## src/rtl/fcmd_pkg.sv

```systemverilog
package fcmd_pkg;

    typedef enum logic [1:0] {
        OP_READ   = 2'b00,
        OP_PROG   = 2'b01,
        OP_SERASE = 2'b10,
        OP_CERASE = 2'b11
    } fop_e;

    typedef enum logic [2:0] {
        S_IDLE,
        S_WSET,
        S_WLO,
        S_WHI,
        S_PRD,
        S_PEV,
        S_DONE
    } fst_e;

    // unlock key addresses and bytes
    localparam logic [15:0] KEY_A1 = 16'h5555;
    localparam logic [15:0] KEY_A2 = 16'h2AAA;
    localparam logic [7:0]  KEY_D1 = 8'hAA;
    localparam logic [7:0]  KEY_D2 = 8'h55;

    // command bytes
    localparam logic [7:0]  CMD_PROG  = 8'hA0;
    localparam logic [7:0]  CMD_ERASE = 8'h80;
    localparam logic [7:0]  CMD_SECT  = 8'h30;
    localparam logic [7:0]  CMD_CHIP  = 8'h10;

endpackage

```

## src/rtl/fcmd_steps.sv

```systemverilog
module fcmd_steps
    import fcmd_pkg::*;
#(
    parameter int AW        = 19,
    parameter int SECT_BITS = 3
) (
    input  fop_e            op,
    input  logic [2:0]      step,
    input  logic [AW-1:0]   tgt_addr,
    input  logic [7:0]      tgt_data,
    output logic [AW-1:0]   s_addr,
    output logic [7:0]      s_data,
    output logic            s_last
);
    localparam int OFS_W = AW - SECT_BITS;

    logic [AW-1:0] sect_base;
    assign sect_base = {tgt_addr[AW-1 -: SECT_BITS], {OFS_W{1'b0}}};

    always_comb begin
        s_addr = AW'(KEY_A1);
        s_data = KEY_D1;
        s_last = 1'b0;
        case (step)
            3'd0, 3'd3: begin
                s_addr = AW'(KEY_A1);
                s_data = KEY_D1;
            end
            3'd1, 3'd4: begin
                s_addr = AW'(KEY_A2);
                s_data = KEY_D2;
            end
            3'd2: begin
                s_addr = AW'(KEY_A1);
                s_data = (op == OP_PROG) ? CMD_PROG : CMD_ERASE;
            end
            default: begin
                s_last = 1'b1;
                if (op == OP_SERASE) begin
                    s_addr = sect_base;
                    s_data = CMD_SECT;
                end else begin
                    s_addr = AW'(KEY_A1);
                    s_data = CMD_CHIP;
                end
            end
        endcase
        // program ends after the fourth write, to the target itself
        if (op == OP_PROG && step == 3'd3) begin
            s_addr = tgt_addr;
            s_data = tgt_data;
            s_last = 1'b1;
        end
    end

endmodule

```

## src/rtl/fcmd_down.sv

```systemverilog
module fcmd_down #(
    parameter int W = 8
) (
    input  logic         clk,
    input  logic         rst_n,
    input  logic         load,
    input  logic         en,
    input  logic [W-1:0] load_val,
    output logic         zero
);
    logic [W-1:0] cnt_q;

    always_ff @(posedge clk or negedge rst_n) begin
        if (!rst_n) begin
            cnt_q <= '0;
        end else if (load) begin
            cnt_q <= load_val;
        end else if (en && cnt_q != '0) begin
            cnt_q <= cnt_q - 1'b1;
        end
    end

    assign zero = (cnt_q == '0);

endmodule

```

## src/rtl/fcmd_seq.sv

```systemverilog
module fcmd_seq
    import fcmd_pkg::*;
#(
    parameter int AW                  = 19,
    parameter int SECT_BITS           = 3,
    parameter int WE_LOW_CYC          = 12,
    parameter int WE_HIGH_CYC         = 5,
    parameter int RD_CYC              = 23,
    parameter longint unsigned PROG_TO   = 64'd75_000,
    parameter longint unsigned SERASE_TO = 64'd3_750_000_000,
    parameter longint unsigned CERASE_TO = 64'd16_000_000_000
) (
    input  logic          clk,
    input  logic          rst_n,
    input  logic          start,
    input  logic [1:0]    op,
    input  logic [AW-1:0] addr,
    input  logic [7:0]    wdata,
    input  logic          lane,
    output logic          busy,
    output logic          done,
    output logic          error,
    output logic [7:0]    rdata,
    output logic [AW-1:0] mem_addr,
    output logic [7:0]    mem_wd,
    output logic          mem_wd_en,
    input  logic [15:0]   mem_rd,
    output logic [1:0]    mem_cs_n,
    output logic [1:0]    mem_we_n,
    output logic          mem_oe_n
);
    localparam int SMAX = (WE_LOW_CYC > WE_HIGH_CYC)
                        ? ((WE_LOW_CYC > RD_CYC) ? WE_LOW_CYC : RD_CYC)
                        : ((WE_HIGH_CYC > RD_CYC) ? WE_HIGH_CYC : RD_CYC);
    localparam int SW = $clog2(SMAX + 1);
    localparam longint unsigned TO_MAX = (PROG_TO > SERASE_TO)
                        ? ((PROG_TO > CERASE_TO) ? PROG_TO : CERASE_TO)
                        : ((SERASE_TO > CERASE_TO) ? SERASE_TO : CERASE_TO);
    localparam int TW = $clog2(TO_MAX + 1);

    fst_e          state_q, state_d;
    fop_e          op_q;
    logic [AW-1:0] addr_q;
    logic [7:0]    data_q;
    logic          lane_q;
    logic [2:0]    step_q;
    logic          err_q;
    logic [7:0]    rd_q;

    logic          accept, step_inc, capture, set_err;
    logic          st_load, st_zero, to_load, to_en, to_zero;
    logic [SW-1:0] st_val;
    logic [TW-1:0] to_val;
    logic [AW-1:0] s_addr;
    logic [7:0]    s_data;
    logic          s_last;
    logic          poll_ok;

    fcmd_steps #(.AW(AW), .SECT_BITS(SECT_BITS)) u_steps (
        .op       (op_q),
        .step     (step_q),
        .tgt_addr (addr_q),
        .tgt_data (data_q),
        .s_addr   (s_addr),
        .s_data   (s_data),
        .s_last   (s_last)
    );

    fcmd_down #(.W(SW)) u_strobe (
        .clk      (clk),
        .rst_n    (rst_n),
        .load     (st_load),
        .en       (1'b1),
        .load_val (st_val),
        .zero     (st_zero)
    );

    fcmd_down #(.W(TW)) u_timeout (
        .clk      (clk),
        .rst_n    (rst_n),
        .load     (to_load),
        .en       (to_en),
        .load_val (to_val),
        .zero     (to_zero)
    );

    always_comb begin
        case (op_q)
            OP_PROG:   to_val = TW'(PROG_TO);
            OP_SERASE: to_val = TW'(SERASE_TO);
            default:   to_val = TW'(CERASE_TO);
        endcase
    end

    // program waits for the true bit 7; erased cells read back as ones
    assign poll_ok = (op_q == OP_PROG) ? (rd_q[7] == data_q[7]) : rd_q[7];
    assign to_en   = (state_q == S_PRD) || (state_q == S_PEV);

    // next-state and control decode
    always_comb begin
        state_d  = state_q;
        accept   = 1'b0;
        step_inc = 1'b0;
        capture  = 1'b0;
        set_err  = 1'b0;
        st_load  = 1'b0;
        st_val   = '0;
        to_load  = 1'b0;
        unique case (state_q)
            S_IDLE: begin
                if (start) begin
                    accept = 1'b1;
                    if (fop_e'(op) == OP_READ) begin
                        state_d = S_PRD;
                        st_load = 1'b1;
                        st_val  = SW'(RD_CYC - 1);
                    end else begin
                        state_d = S_WSET;
                    end
                end
            end
            S_WSET: begin
                state_d = S_WLO;
                st_load = 1'b1;
                st_val  = SW'(WE_LOW_CYC - 1);
            end
            S_WLO: begin
                if (st_zero) begin
                    state_d = S_WHI;
                    st_load = 1'b1;
                    st_val  = SW'(WE_HIGH_CYC - 1);
                end
            end
            S_WHI: begin
                if (st_zero) begin
                    if (s_last) begin
                        state_d = S_PRD;
                        st_load = 1'b1;
                        st_val  = SW'(RD_CYC - 1);
                        to_load = 1'b1;
                    end else begin
                        state_d  = S_WSET;
                        step_inc = 1'b1;
                    end
                end
            end
            S_PRD: begin
                if (st_zero) begin
                    state_d = S_PEV;
                    capture = 1'b1;
                end
            end
            S_PEV: begin
                if (op_q == OP_READ || poll_ok) begin
                    state_d = S_DONE;
                end else if (to_zero) begin
                    state_d = S_DONE;
                    set_err = 1'b1;
                end else begin
                    state_d = S_PRD;
                    st_load = 1'b1;
                    st_val  = SW'(RD_CYC - 1);
                end
            end
            S_DONE:  state_d = S_IDLE;
            default: state_d = S_IDLE;
        endcase
    end

    // state and datapath registers
    always_ff @(posedge clk or negedge rst_n) begin
        if (!rst_n) begin
            state_q <= S_IDLE;
            op_q    <= OP_READ;
            addr_q  <= '0;
            data_q  <= '0;
            lane_q  <= 1'b0;
            step_q  <= '0;
            err_q   <= 1'b0;
            rd_q    <= '0;
        end else begin
            state_q <= state_d;
            if (accept) begin
                op_q   <= fop_e'(op);
                addr_q <= addr;
                data_q <= wdata;
                lane_q <= lane;
                step_q <= '0;
                err_q  <= 1'b0;
            end
            if (step_inc) step_q <= step_q + 3'd1;
            if (set_err)  err_q  <= 1'b1;
            if (capture)  rd_q   <= lane_q ? mem_rd[15:8] : mem_rd[7:0];
        end
    end

    // outputs decoded from state
    always_comb begin
        mem_cs_n  = 2'b11;
        mem_we_n  = 2'b11;
        mem_oe_n  = 1'b1;
        mem_wd_en = 1'b0;
        mem_addr  = addr_q;
        mem_wd    = s_data;
        unique case (state_q)
            S_WSET: begin
                mem_addr         = s_addr;
                mem_cs_n[lane_q] = 1'b0;
                mem_wd_en        = 1'b1;
            end
            S_WLO: begin
                mem_addr         = s_addr;
                mem_cs_n[lane_q] = 1'b0;
                mem_we_n[lane_q] = 1'b0;
                mem_wd_en        = 1'b1;
            end
            S_WHI: begin
                mem_addr  = s_addr;
                mem_wd_en = 1'b1;
            end
            S_PRD: begin
                mem_cs_n[lane_q] = 1'b0;
                mem_oe_n         = 1'b0;
            end
            default: ;
        endcase
    end

    assign busy  = (state_q != S_IDLE);
    assign done  = (state_q == S_DONE);
    assign error = done && err_q;
    assign rdata = rd_q;

    // ---------------- assertions ----------------
    logic [SW:0] we_lo_run;
    always_ff @(posedge clk or negedge rst_n) begin
        if (!rst_n)                  we_lo_run <= '0;
        else if (mem_we_n != 2'b11)  we_lo_run <= (we_lo_run == '1) ? we_lo_run : we_lo_run + 1'b1;
        else                         we_lo_run <= '0;
    end

    p_lane_quiet_r4: assert property (@(posedge clk) disable iff (!rst_n)
        busy |-> (mem_cs_n[!lane_q] && mem_we_n[!lane_q]));

    p_no_contention_r12: assert property (@(posedge clk) disable iff (!rst_n)
        !mem_oe_n |-> (!mem_wd_en && (&mem_we_n)));

    p_we_width_r5: assert property (@(posedge clk) disable iff (!rst_n)
        $rose(&mem_we_n) |-> (we_lo_run >= (SW+1)'(WE_LOW_CYC)));

    p_we_hold_r5: assert property (@(posedge clk) disable iff (!rst_n)
        ((mem_we_n != 2'b11) && $past(mem_we_n != 2'b11)) |-> ($stable(mem_addr) && $stable(mem_wd)));

    p_we_rise_hold_r5: assert property (@(posedge clk) disable iff (!rst_n)
        $rose(&mem_we_n) |-> ($stable(mem_addr) && $stable(mem_wd) && mem_wd_en));

    p_done_pulse_r10: assert property (@(posedge clk) disable iff (!rst_n)
        done |=> !done);

    p_err_with_done_r8: assert property (@(posedge clk) disable iff (!rst_n)
        error |-> done);

    p_read_no_write_r9: assert property (@(posedge clk) disable iff (!rst_n)
        (busy && op_q == OP_READ) |-> (&mem_we_n));

endmodule

```

## config.mk

```make
export PLATFORM = sky130hd
export DESIGN_NAME = fcmd_seq
export DESIGN_NICKNAME = d
export VERILOG_FILES = /design/src/rtl/fcmd_pkg.sv /design/src/rtl/fcmd_steps.sv /design/src/rtl/fcmd_down.sv /design/src/rtl/fcmd_seq.sv
export SDC_FILE = /design/constraint.sdc
export NUM_CORES = 1
export LEC_CHECK = 0
export BUFFER_PORTS_ARGS = -buffer_cell sky130_fd_sc_hd__buf_2
export CAP_MARGIN = 15
export CELL_PAD_IN_SITES_DETAIL_PLACEMENT = 1
export CELL_PAD_IN_SITES_GLOBAL_PLACEMENT = 1
export CORE_UTILIZATION = 38
export DETAILED_ROUTE_END_ITERATION = 7
export PLACE_DENSITY_LB_ADDON = 0.15
export SYNTH_ARGS = -nofsm -noshare
export SYNTH_HDL_FRONTEND = slang
export SYNTH_SLANG_ARGS = --single-unit
```

## constraint.sdc

```tcl
create_clock -name clk -period 2.7 [get_ports clk]
set_input_delay 0.27 -clock clk [delete_from_list [all_inputs] [get_ports clk]]
set_output_delay 0.27 -clock clk [all_outputs]
set_load 0.05 [all_outputs]
```

# Word-level counts from Yosys, hierarchy flattened
# Cells that the tools add are included.
[word_totals]
out_inout_bits = 44
inputBits = 49
reg_bits = 84
[op_classes]
n_addsub = 3
eq_ne = 17
mux = 62
bitwise_logic = 1
n_lt_le_gt_ge = 2
n_reduce_logical = 26
[op_table]
columns = ["operator", "n"]
rows = [
  ["$mux W34", 2],
  ["$pmux W34 S2", 1],
  ["$mux W19", 3],
  ["$mux W5", 8],
  ["$pmux W19 S2", 1],
  ["$logic_not A34 Y1", 1],
  ["$reduce_bool A34 Y1", 1],
  ["$sub A34 B1 Y34 const B", 1],
  ["$mux W3", 9],
  ["$mux W1", 25],
  ["$pmux W5 S5", 1],
  ["$pmux W8 S3", 1],
  ["$pmux W3 S6", 1],
  ["$mux W8", 2],
  ["$eq A3 B2 Y1 const B", 4],
  ["$eq A3 B3 Y1 const B", 4],
  ["$mux W6", 2],
  ["$reduce_or A3 Y1", 3],
  ["$mux W2", 4],
  ["$ne A2 B2 Y1 const B", 4],
  ["$reduce_bool A2 Y1", 4],
  ["$eq A3 B1 Y1 const B", 2],
  ["$logic_not A3 Y1", 2],
  ["$logic_not A5 Y1", 1],
  ["18 further kinds", 24],
]

# Longest topological paths before layout
[logic_depth]
depth_word = 8
depth_mapped = 9
mapped_depth_nobuf = 7

# Cells and area by module
# A second synthesis with hierarchy kept.
[unflattened]
cells_unflattened = 676
area_unflattened_um2 = 5378.9
[by_module_without_submodules]
columns = ["mod", "cells_per_inst", "seq_area_each_um2", "area_each_um2", "instances"]
rows = [
  ["fcmd_seq", 300, 1126.1, 2342.2, 1],
  ["fcmd_down at u_timeout", 265, 850.8, 2248.4, 1],
  ["fcmd_steps", 79, 0.0, 484.2, 1],
  ["fcmd_down at u_strobe", 32, 125.1, 304.0, 1],
]

# Least setup slack after synthesis
# No wires, ideal clock.
[synth_timing]
path_kind = "reg-to-output"
from = "register state_q[1]"
to = "output port mem_addr[0]"
stages_incl_launch_ff = 7
slack_ns = -0.132
required_time_ns = 2.430
n_path_buf = 1
arrival_time_ns = 2.562
cell_sequence = "dfrtp_1 -> clkbuf_1 -> nor2_1 -> nor2_1 -> nand2_1 -> a21oi_1 -> a21o_1"
[synth_between]
elab_chain_len = 3
[synth_lines]
columns = ["item", "line_no", "source"]
rows = [
  ["start: declaration", "fcmd_seq.sv:41", "fst_e state_q, state_d;"],
  ["start signal: assignment", "fcmd_seq.sv:182", "state_q <= state_d;"],
  ["$eq A3 B2 Y1 or $eq A3 B1 Y1 (tied branches)", "fcmd_seq.sv:205", "unique case (state_q)"],
  ["$reduce_or A3 Y1 (no source line) (*)", "-", ""],
  ["$mux W19 (*)", "fcmd_seq.sv:205", ""],
  ["end: declaration", "fcmd_seq.sv:24", "output logic [AW-1:0] mem_addr,"],
]
# Mark *: on every way between the ends. The rest lies on a longest branch, timed or not.

# Worst setup path after layout
[layout_timing]
from = "register u_timeout.cnt_q[11]"
to = "register u_timeout.cnt_q[18]"
[layout_between]
elab_chain_len = 3
[layout_lines]
columns = ["item", "line_no", "source"]
rows = [
  ["start: declaration", "fcmd_down.sv:11", "logic [W-1:0] cnt_q;"],
  ["start signal: assignment", "fcmd_down.sv:17", "cnt_q <= load_val;"],
  ["start signal: assignment", "fcmd_down.sv:19", "cnt_q <= cnt_q - 1'b1;"],
  ["$sub A34 B1 Y34 or $reduce_bool A34 Y1 (tied branches)", "fcmd_down.sv:19, fcmd_down.sv:18", ""],
  ["$mux W34 or $logic_and A1 B1 Y1 (tied branches)", "fcmd_down.sv:18", "end else if (en && cnt_q != '0) begin"],
  ["$mux W34 or $reduce_bool A2 Y1 (tied branches)", "-", ""],
]
# Parallel ways exist; a longest one is shown, timed or not. The select of a mux whose other input is x is not followed.
# A chain may end at the register's enable or synchronous reset.

==> implementation parameters <==
Parameter                              Value

Critical path
  Cell type of the slowest stage on the worst timing path ... sky130_fd_sc_hd__or4_4
  End of the worst register-to-register path ... u_timeout.cnt_q[18]
  Arrival @ worst endpoint ... 2890 ps
  Cell type with the highest occurrence count on the critical path ... sky130_fd_sc_hd__or4_4
  Type of origin of the critical path ... register
  Flop2flop setup slack ... 50 ps
  Number of buffer and inverter instances along the worst setup path ... 0
  Largest stage delay on the critical path ... 560 ps
  Cell family with the largest share of critical-path delay ... simple AND/OR/NAND/NOR gates
  WP data required ... just under 3000 ps
  WS Path Type ... register to register
  Critical register-to-register path startpoint ... u_timeout.cnt_q[11]
  Worst R2R Path Depth ... 5
  Peak fanout along the critical path ... 3
  Type of destination of the critical path ... register
  Worst-path cell chain ... or4_4 -> or4_4 -> or4_4 -> a32o_1 -> a311o_1

CTS
  H-tree depth ... 3
  Clock Root Buffer ... sky130_fd_sc_hd__clkbuf_16
  Buffer depth of the longest clock path ... 2
  Clock-pin slew on the worst setup and hold paths ... 60 ps
  TritonCTS clock tree ... yes
  Clock sink total ... between 80 and 90
  Clock insertion delay at the later pin of the skew report ... between 300 and 400 ps
  Inserted Clock Buffers ... 9

Placement
  Global placer's final weighted congestion ... 0.8776
  HPWL after DPL ... 10710 um
  Count of buffers inserted at the top-level ports ... 92

Synth
  Count leader, synth ... sky130_fd_sc_hd__nand2_1
  Top post-synthesis cells by count ... sky130_fd_sc_hd__nand2_1, sky130_fd_sc_hd__dfrtp_1, sky130_fd_sc_hd__o21ai_0, sky130_fd_sc_hd__clkbuf_1, sky130_fd_sc_hd__nor2_1
  Area share of the largest cell type after synthesis ... 0.4391
  Area of the mapped netlist ... 4787 um2
  Post-synth top area cell ... sky130_fd_sc_hd__dfrtp_1
  Number of different library cells in the post-synthesis netlist ... 56
  EDFF count, synth ... 0
  Yosys synthesis warning count ... 0
  Cell count after synthesis ... 540
  Synthesis-stage register bit count ... 84
  Area contributors post-synth ... sky130_fd_sc_hd__dfrtp_1, sky130_fd_sc_hd__nand2_1, sky130_fd_sc_hd__ha_1
  Synthesized area per cell ... 8.865 um2
  Most frequently used flop master after synthesis ... sky130_fd_sc_hd__dfrtp_1
  Async set or reset register ratio after synthesis ... 1.000
  Fraction of the yosys area taken by sequential cells ... 0.4391
  Syn_nets ... 601

Global routing
  Vias in the first global route ... 4794
  Grt ovf ... 0
  Initial antenna violation count ... 0
  Pin count of the biggest net entering global routing ... 44
  Overall global routing resource usage ... 0.2410
  Wire length of the first global-routing pass ... roughly 24000 um

Timing
  Setup TNS ... 0 ps
  Worst-case clock skew ... 6.864 ps
  Worst slew margin relative to its limit ... 0.6023
  Time the worst path needs with I/O delays and setup ... 2651 ps
  Least-Margin Pin Slew ... 596.6 ps
  Final critical-path share of the clock period ... 0.9820
  Achievable Freq ... roughly 380 MHz
  Final setup viols ... 0
  Final hold vios ... 0
  Post-route worst hold slack ... between 100 and 150 ps
  Slew Viols, Final ... 0
  Unrepaired setup endpoints after global routing ... yes

Floorplanning
  Die extent in y ... 114.2 um
  Die ar. ... 13050 um2
  Initial core utilization ... 0.3936
  Std-Cell Rows ... 40
  Boundary Pins ... 93
  Placeable core area ... 12160 um2
  Die W ... 114.2 um

Route
  Total Routed Length ... 14770 um
  DRC violation count after routing ... 0
  Remaining number of nets flagged by the antenna check after routing ... 0
  Starting DRC count in detailed routing ... between 200 and 250
  Total iterations of the first detailed-routing run ... 4
  Vias post-DR ... 4577
  WL per Instance ... 17.62 um
  Drt via density ... 5.462

Hold path
  Worst hold path stage count ... 3
  Worst Hold Endpoint ... addr_q[13]
  Launch point of the worst hold path ... addr[13]
  Worst hold path class ... input port to register

Outcome
  Run status ... finished clean

Final layout
  Share of post-route cells with drive strength above 1 ... 0.2701
  Final nets ... 727
  Layout overhead on the synthesized area ... 28.25%
  Post-layout util ... 0.5048
  Antenna diode count ... 0

Flow run
  Max-capacitance violation count ... 0
worst max-delay path by stage:
stage	from	endpoint	depth (start not counted)
2_1_floorplan	u_timeout.cnt_q[9]	u_timeout.cnt_q[18]	5
3_3_place_gp	u_timeout.cnt_q[9]	u_timeout.cnt_q[18]	5
3_5_place_dp	u_timeout.cnt_q[0]	u_timeout.cnt_q[18]	7
4_1_cts	step_q[0]	mem_addr[10]	7
5_1_grt	u_timeout.cnt_q[26]	u_timeout.cnt_q[10]	8
6_report	u_timeout.cnt_q[11]	u_timeout.cnt_q[18]	5
cell families after synthesis:
family                   after synthesis  synth area share
XOR/XNOR                               5          0.009150
adder cells (fa/ha/maj)               12           0.03136
AO/OA/AOI/OAI                        125            0.1803
flip-flops                            84            0.4391
AND/OR/NAND/NOR                      263            0.2836
buffers and inverters                 39           0.03136
multiplexers                          12           0.02509
placed cells by master (no fill, tap or decap), types with 10 or more instances in the layout:
| cell type | count |
|---|---|
| sky130_fd_sc_hd__dfrtp_1 | 84 |
| sky130_fd_sc_hd__nor2_1 | 19 |
| sky130_fd_sc_hd__nand3_1 | 11 |
| sky130_fd_sc_hd__or3_1 | 17 |
| sky130_fd_sc_hd__o21ai_0 | 29 |
| sky130_fd_sc_hd__nor3_1 | 17 |
| sky130_fd_sc_hd__or4_1 | 15 |
| sky130_fd_sc_hd__ha_1 | 11 |
| sky130_fd_sc_hd__buf_4 | 47 |
| sky130_fd_sc_hd__nand2_1 | 119 |
| sky130_fd_sc_hd__mux2i_1 | 12 |
| sky130_fd_sc_hd__and2_1 | 11 |
| sky130_fd_sc_hd__buf_2 | 88 |
| sky130_fd_sc_hd__o21a_1 | 10 |
| sky130_fd_sc_hd__a31oi_1 | 16 |
| sky130_fd_sc_hd__o31ai_1 | 15 |
state kept, by name, indices dropped and copies added (netlist names):
name	cells
state_q	3
rdata	8
err_q	1
addr_q	19
op_q	2
u_timeout.cnt_q	34
data_q	8
u_strobe.cnt_q	5
step_q	3
lane_q	1
area by class of cell:
type	count	area [um2]
timing repair buffer	145	907.1
fill	1467	6022
clock buffer	11	252.7
tap	168	210.2
inverter	9	33.78
clock inverter	4	48.80
sequential	84	2102
multi-input combinational	417	2585
metal layers:
metal	track usage	up-vias	part of all wire
li1	-	2214	-
met2	0.3956	96	0.49
met4	0.08745	0	0.017
met5	0	-	0
met3	0.06300	16	0.047
met1	0.3058	2251	0.45
tightest hold or removal path: cells and delay by family:
| family | cells | cell delay [ps] |
|---|---|---|
| and+or+nand+nor | 2 | 80 |
| buffers and inverters | 1 | 70 |
stage by stage:
| step | setup WS, ps | area (um2) | std cells |
|---|---|---|---|
| floorplan | 12.58 | 4790 | 540 |
| global placement | 79.17 | 5717 | 816 |
| detailed placement | 20.04 | 5717 | 816 |
| CTS | -89.43 | 6032 | 832 |
| global route | -11.24 | 6140 | 838 |
| finish | 48.60 | 6140 | 838 |
timing repair:
action	4_1_cts	5_1_grt
setup buffers	0	5
cloned	0	1
hold buffers	1	0
gates resized for setup	1	18
pin swaps	0	5
setup endpoints to repair	13	42
hold endpoints to repair	41	0
Power is left out: the tool's default activity adds up to more than one toggle a clock period on the data nets, which glitch-free logic cannot reach.
